[src/rtl/dmac_pkg.sv]
package dmac_pkg;
  localparam logic [7:0] A_GCTL = 8'h10;
  localparam logic [7:0] A_POLL = 8'h14;
  localparam logic [7:0] A_CSEL = 8'h18;
  localparam logic [7:0] A_CCTL = 8'h1C;
  localparam logic [7:0] A_DBA  = 8'h20;
  localparam logic [7:0] A_DLEN = 8'h24;
  localparam logic [7:0] A_CIS  = 8'h28;
  localparam logic [7:0] A_CIE  = 8'h2C;
  localparam logic [7:0] A_PSEL = 8'h40;
  localparam logic [7:0] A_PCTL = 8'h44;
  localparam logic [7:0] A_GIE  = 8'hF4;

  localparam logic [31:0] M_POLL = 32'h8000_0040;
  localparam logic [31:0] M_PCTL = 32'h0000_0F7C;

  typedef struct packed {
    logic [1:0] weight;
    logic       tx;
    logic       on;
  } cctl_t;
endpackage

[src/rtl/dmac_rst_timer.sv]
module dmac_rst_timer #(
  parameter int CYC = 4
) (
  input  logic clk,
  input  logic rst_n,
  input  logic clr,
  input  logic start,
  output logic busy,
  output logic done
);
  localparam int CW = $clog2(CYC + 1);

  logic [CW-1:0] cnt;

  assign done = busy && (cnt == CW'(1));

  always_ff @(posedge clk or negedge rst_n) begin
    if (!rst_n) begin
      busy <= 1'b0;
      cnt  <= '0;
    end else if (clr || done) begin
      busy <= 1'b0;
      cnt  <= '0;
    end else if (busy) begin
      cnt <= cnt - CW'(1);
    end else if (start) begin
      busy <= 1'b1;
      cnt  <= CW'(CYC);
    end
  end
endmodule

[src/rtl/dmac_chan.sv]
module dmac_chan
  import dmac_pkg::*;
#(
  parameter int CNT_W   = 8,
  parameter int RST_CYC = 4
) (
  input  logic        clk,
  input  logic        rst_n,
  input  logic        clr,
  input  logic        wr_ctl,
  input  logic        wr_dba,
  input  logic        wr_dlen,
  input  logic        wr_cis,
  input  logic        wr_cie,
  input  logic [31:0] wdata,
  input  logic        done_in,
  output logic [31:0] ctl_rd,
  output logic [31:0] dba_q,
  output logic [31:0] dlen_rd,
  output logic [5:0]  cis_q,
  output logic [5:0]  cie_q,
  output logic        src,
  output logic        busy,
  output logic        on
);
  cctl_t            c;
  logic [CNT_W-1:0] dlen_q;
  logic [5:0]       cis_nxt;
  logic             rdone;

  dmac_rst_timer #(.CYC(RST_CYC)) u_tmr (
    .clk  (clk),
    .rst_n(rst_n),
    .clr  (clr),
    .start(wr_ctl && wdata[1]),
    .busy (busy),
    .done (rdone)
  );

  always_ff @(posedge clk or negedge rst_n) begin
    if (!rst_n) begin
      c      <= '0;
      dba_q  <= '0;
      dlen_q <= '0;
      cie_q  <= '0;
    end else if (clr) begin
      c      <= '0;
      dba_q  <= '0;
      dlen_q <= '0;
      cie_q  <= '0;
    end else begin
      if (wr_ctl && !busy) c <= '{weight: wdata[17:16], tx: wdata[8], on: wdata[0]};
      else if (rdone)      c.on <= 1'b0;
      if (wr_dba)  dba_q  <= wdata;
      if (wr_dlen) dlen_q <= wdata[CNT_W-1:0];
      if (wr_cie)  cie_q  <= wdata[6:1];
    end
  end

  always_comb begin
    cis_nxt = cis_q;
    if (wr_cis)  cis_nxt = cis_nxt & ~wdata[6:1];
    if (done_in) cis_nxt[2] = 1'b1;
  end

  always_ff @(posedge clk or negedge rst_n) begin
    if (!rst_n)              cis_q <= '0;
    else if (clr || rdone)   cis_q <= '0;
    else                     cis_q <= cis_nxt;
  end

  assign ctl_rd  = {14'b0, c.weight, 7'b0, c.tx, 6'b0, busy, c.on};
  assign dlen_rd = 32'(dlen_q);
  assign src     = |(cis_q & cie_q);
  assign on      = c.on;
endmodule

[src/rtl/dmac_regbank.sv]
module dmac_regbank
  import dmac_pkg::*;
#(
  parameter int NCH     = 20,
  parameter int NPORT   = 4,
  parameter int CNT_W   = 8,
  parameter int RST_CYC = 4
) (
  input  logic           clk,
  input  logic           rst_n,
  input  logic           bus_wr,
  input  logic [7:0]     bus_addr,
  input  logic [31:0]    bus_wdata,
  output logic [31:0]    bus_rdata,
  input  logic [NCH-1:0] desc_done,
  output logic           irq
);
  localparam int SEL_W  = $clog2(NCH);
  localparam int PSEL_W = (NPORT > 1) ? $clog2(NPORT) : 1;

  logic [SEL_W-1:0]            sel_q;
  logic [PSEL_W-1:0]           psel_q;
  logic [31:0]                 poll_q;
  logic [NCH-1:0]              gie_q;
  logic [NPORT-1:0][31:0]      pctl_q;
  logic                        gbusy, gdone, wr_ok, sel_ok, psel_ok;

  logic [NCH-1:0][31:0] ctl_rd_a, dba_a, dlen_a;
  logic [NCH-1:0][5:0]  cis_a, cie_a;
  logic [NCH-1:0]       src_a, ch_busy, ch_on;

  dmac_rst_timer #(.CYC(RST_CYC)) u_gtmr (
    .clk  (clk),
    .rst_n(rst_n),
    .clr  (1'b0),
    .start(bus_wr && (bus_addr == A_GCTL) && bus_wdata[0]),
    .busy (gbusy),
    .done (gdone)
  );

  assign wr_ok   = bus_wr && !gbusy;
  assign sel_ok  = 32'(sel_q) < NCH;
  assign psel_ok = 32'(psel_q) < NPORT;

  for (genvar n = 0; n < NCH; n++) begin : g_ch
    logic hit;
    assign hit = wr_ok && sel_ok && (sel_q == SEL_W'(n));
    dmac_chan #(.CNT_W(CNT_W), .RST_CYC(RST_CYC)) u_ch (
      .clk    (clk),
      .rst_n  (rst_n),
      .clr    (gdone),
      .wr_ctl (hit && (bus_addr == A_CCTL)),
      .wr_dba (hit && (bus_addr == A_DBA)),
      .wr_dlen(hit && (bus_addr == A_DLEN)),
      .wr_cis (hit && (bus_addr == A_CIS)),
      .wr_cie (hit && (bus_addr == A_CIE)),
      .wdata  (bus_wdata),
      .done_in(desc_done[n]),
      .ctl_rd (ctl_rd_a[n]),
      .dba_q  (dba_a[n]),
      .dlen_rd(dlen_a[n]),
      .cis_q  (cis_a[n]),
      .cie_q  (cie_a[n]),
      .src    (src_a[n]),
      .busy   (ch_busy[n]),
      .on     (ch_on[n])
    );
  end

  always_ff @(posedge clk or negedge rst_n) begin
    if (!rst_n) begin
      sel_q  <= '0;
      psel_q <= '0;
      poll_q <= '0;
      gie_q  <= '0;
      pctl_q <= '0;
    end else if (gdone) begin
      sel_q  <= '0;
      psel_q <= '0;
      poll_q <= '0;
      gie_q  <= '0;
      pctl_q <= '0;
    end else if (wr_ok) begin
      case (bus_addr)
        A_POLL: poll_q <= bus_wdata & M_POLL;
        A_CSEL: sel_q  <= bus_wdata[SEL_W-1:0];
        A_PSEL: psel_q <= bus_wdata[PSEL_W-1:0];
        A_PCTL: if (psel_ok) pctl_q[psel_q] <= bus_wdata & M_PCTL;
        A_GIE:  gie_q  <= bus_wdata[NCH-1:0];
        default: ;
      endcase
    end
  end

  always_comb begin
    bus_rdata = '0;
    case (bus_addr)
      A_GCTL: bus_rdata = {31'b0, gbusy};
      A_POLL: bus_rdata = poll_q;
      A_CSEL: bus_rdata = 32'(sel_q);
      A_CCTL: if (sel_ok) bus_rdata = ctl_rd_a[sel_q];
      A_DBA:  if (sel_ok) bus_rdata = dba_a[sel_q];
      A_DLEN: if (sel_ok) bus_rdata = dlen_a[sel_q];
      A_CIS:  if (sel_ok) bus_rdata = {25'b0, cis_a[sel_q], 1'b0};
      A_CIE:  if (sel_ok) bus_rdata = {25'b0, cie_a[sel_q], 1'b0};
      A_PSEL: bus_rdata = 32'(psel_q);
      A_PCTL: if (psel_ok) bus_rdata = pctl_q[psel_q];
      A_GIE:  bus_rdata = 32'(gie_q);
      default: ;
    endcase
  end

  assign irq = |(gie_q & src_a);
endmodule

[config.mk]
export PLATFORM = sky130hd
export DESIGN_NAME = dmac_regbank
export DESIGN_NICKNAME = d
export VERILOG_FILES = /design/src/rtl/dmac_pkg.sv /design/src/rtl/dmac_rst_timer.sv /design/src/rtl/dmac_chan.sv /design/src/rtl/dmac_regbank.sv
export SDC_FILE = /design/constraint.sdc
export NUM_CORES = 2
export LEC_CHECK = 0
export ABC_CLOCK_PERIOD_IN_PS = 3700
export BUFFER_PORTS_ARGS = -buffer_cell sky130_fd_sc_hd__buf_2
export CORE_ASPECT_RATIO = 1.25
export CORE_UTILIZATION = 35
export CTS_CLUSTER_SIZE = 24
export DETAILED_ROUTE_END_ITERATION = 10
export GPL_TIMING_DRIVEN = 0
export PLACE_DENSITY = 0.6
export SETUP_SLACK_MARGIN = 0.2
export SLEW_MARGIN = 20
export SYNTH_ARGS = -nofsm -noshare
export SYNTH_HDL_FRONTEND = slang
export SYNTH_SLANG_ARGS = --single-unit
[constraint.sdc]
create_clock -name clk -period 3.7 [get_ports clk]
set_clock_uncertainty 0.05 [all_clocks]
set_input_delay 0.555 -clock clk [delete_from_list [all_inputs] [get_ports clk]]
set_output_delay 0.555 -clock clk [all_outputs]
set_load 0.05 [all_outputs]
==> impl_metrics.csv <==
group,metric,value,unit
grt,overflow,0,
synthesis,yosys-top-cells-area,"dfrtp_1 51%, nand2_1 12%, mux4_2 11%",
clock_network,cts.sinks,1269,
sta,finalSetupTns,-20.18,ns
critical_path,crit_required,3.09,ns
power_and_ir_drop,ir_drop,0.381,mV
sta,rsz0062_at_grt,"yes",
floorplanning,die_y,474,um
routing,drt_iter0_markers,8218,
power_and_ir_drop,leakagePower,32.5,nW
run_status,violations,"setup timing",
finish,final_cell_mix,"1920 x nand2_1, 1269 x dfrtp_1, 1108 x a21oi_1, 323 x clkbuf_1, 306 x mux4_2",
job,cap_violations,0,
sta,setup_viol,32,
routing,via_count,58500,
clock_network,cts_tree,"done",
floorplanning,core,176000,um^2
synthesis,synth_top_area_share,50.9,%
sta,finalCritPeriodShare,126,%
critical_path,crit_fanout,7,
routing,viasPerCell,6.22,
run_status,outcome,"finished with violations",
sta,worst_slack,-0.967,ns
synthesis,synth-edff-count,0,
clock_network,clockBufferDepth,3,
synthesis,avgSynthCellArea,9.56,um^2
sta,drv_slew,0,
floorplanning,num_rows,172,
synthesis,ys_seq_elements,1269,
floorplanning,initial_core_util,35.4,%
finish,layout_commonest_cell,"nand2_1",
place,gp_congestion,1.08,
critical_path,critical_path.startpoint_type,"register",
floorplanning,die_w,380,um
synthesis,synth_area,62400,um^2
clock_network,cts_buffers,145,
clock_network,clock_latency,0.85,ns
routing,dr.pass1.iters,8,
synthesis,yosys.area.top_type,"dfrtp_1",
critical_path,cp-end-kind,"primary output",
routing,drc,0,
hold_path,min_path_type,"primary input to register",
clock_network,root_buffer,"clkbuf_16",
clock_network,h-tree-depth,4,
synthesis,postSynth.asyncResetShare,100,%
grt,track_usage,37.9,%
finish,syn_to_final_growth,21.2,%
sta,hold_viol,0,
power_and_ir_drop,p_per_area,462,nW/um^2
synthesis,yosysUniqueCellTypes,78,
routing,ant_nets,0,
critical_path,worstPathCellList,"buf_6 > buf_12 > buf_16 > buf_16 > buf_16 > mux4_2 > a22oi_1 > nand3_1 > a22oi_2 > nand4_1 > buf_6",
synthesis,synth_nets,6633,
grt,grt_pass1_vias,56700,
finish,drive_above_1_share,18.5,%
critical_path,path_class,"register to primary output",
synthesis,ys_seq_area_share,50.9,%
place,placed_cells,8969,
place,io_buffers,68,
sta,tightest_slew,1.32,ns
finish,layout.cells.non_filler,9409,
sta,fin_crit,4.67,ns
critical_path,cpMostUsedCell,"buf_16",
power_and_ir_drop,power,35.0,mW
finish,fill_cells,17400,
floorplanning,ioPinCount,96,
place,dpl.hpwl,248,mm
synthesis,synthFlopType,"dfrtp_1",
routing,wl_per_cell,36.9,um
critical_path,critical_path_arrival,4.06,ns
sta,slew_headroom,12.1,%
grt,grt_pass1_wl,467,mm
finish,nets,7043,
grt,antenna_found_initial,18,
floorplanning,dieArea,180000,um^2
critical_path,crit_slowest_cell,"mux4_2",
routing,drt-total-wl,347,mm
synthesis,netlist_instances,6528,
sta,fmaxAchievable,214,MHz
clock_network,path_clk_slew,0.07,ns
grt,grt_max_degree,138,
critical_path,cpPeakStageDelay,0.66,ns
sta,timing.hold.ws,0.0740,ns
synthesis,ys_warn_count,0,
## flip-flops by register name, indices dropped and copies added (netlist names), 3 cells and up
signal                flops
g_ch.u_ch.u_tmr.cnt      60
g_ch.u_ch.ctl_rd         60
g_ch.u_ch.cie_q         120
g_ch.u_ch.on             20
u_gtmr.cnt                3
g_ch.u_ch.cis_q         120
g_ch.u_ch.dba_q         640
pctl_q                   36
g_ch.u_ch.dlen_q        160
gie_q                    20
sel_q                     5
g_ch.u_ch.u_tmr.busy     20
## layer usage
metal / vias to the layer above / wire [um] / track usage, %
met1: 29600 / 118000 / 42.8
met3: 1346 / 38600 / 11.9
met2: 4230 / 151000 / 57.3
met5: - / 84 / 0
met4: 12 / 38900 / 34.7
li1: 23300 / - / -
## metrics by stage
step	utilization, %	area, um^2	worst slack (ns)
floorplan	-	62500	-0.0145
global placement	37.3	65800	-27.11
detailed placement	37.6	66400	-2.09
CTS	42.2	74500	-0.788
global route	42.9	75600	-0.774
finish	42.9	75700	-0.967
## final cells by class
class | instances | area, um^2 | area share [%]
clock inverter | 40 | 522 | 0.689
sequential | 1269 | 31800 | 42.0
antenna | 17 | 42.5 | 0.0562
inverter | 79 | 300 | 0.397
buffer | 591 | 3850 | 5.09
tap | 2349 | 2940 | 3.88
clock buffer | 212 | 4180 | 5.53
timing repair buffer | 263 | 3070 | 4.06
multi-input combinational | 4589 | 29000 | 38.3
## cell usage after synthesis (all sizes together), types with 22 or more instances
cell type     n
or3          26
buf         194
nor2        276
mux4        306
o21ai        93
mux2         36
inv          75
a22oi        97
mux2i       129
dfrtp      1269
a21oi      1128
nor3         91
ha           42
clkbuf      397
nand2      1953
a31oi        22
o21a         45
nand3       124
## critical path: cells and delay by family, from the launching register on
kind,cells,cell delay [ns]
compound gates,2,0.45
buf+inv,6,1.12
flops,1,0.35
mux,1,0.66
simple gates,2,0.59
## worst paths after layout
check | from | end | slack [ns] | cells after the start
hold reg to reg | u_gtmr.cnt[1] | u_gtmr.cnt[1] | 0.44 | 1
min in group asynchronous | rst_n | g_ch[3].u_ch.ctl_rd[17] | 0.20 | 2
max in group asynchronous | rst_n | g_ch[12].u_ch.dba_q[24] | 0.64 | 6
hold / removal | bus_wdata[10] | g_ch[6].u_ch.dba_q[10] | 0.07 | 3
setup / recovery | sel_q[0] | bus_rdata[1] | -0.97 | 11
setup reg to reg | sel_q[0] | g_ch[4].u_ch.dba_q[16] | 0.07 | 8
## what timing repair did
| action | CTS | global route |
|---|---|---|
| setup endpoints to repair | 986 | 521 |
| pin swaps | 39 | 58 |
| resized for setup | 589 | 114 |
| setup buffers | 80 | 57 |
| gates cloned | 4 | 3 |
| hold buffers | 27 | 0 |
| endpoints found under the hold margin | 99 | 0 |
## kinds of logic after synthesis
logic type | count (synthesis) | share of synthesized area (%)
AOI/OAI and AO/OA | 1477 | 13.0
adders and majority gates | 42 | 0.842
buffers and inverters | 670 | 4.51
DFF | 1269 | 50.9
muxes | 471 | 13.8
and+or+nand+nor | 2599 | 17.0
## power breakdown
group / internal (mW) / total (mW) / switching (mW)
combinational: 1.64 / 4.71 / 3.07
sequential: 14.7 / 15.5 / 0.814
clock: 8.25 / 14.8 / 6.51
total: 24.6 / 35.0 / 10.4
Power figures use the tool's default switching activity.
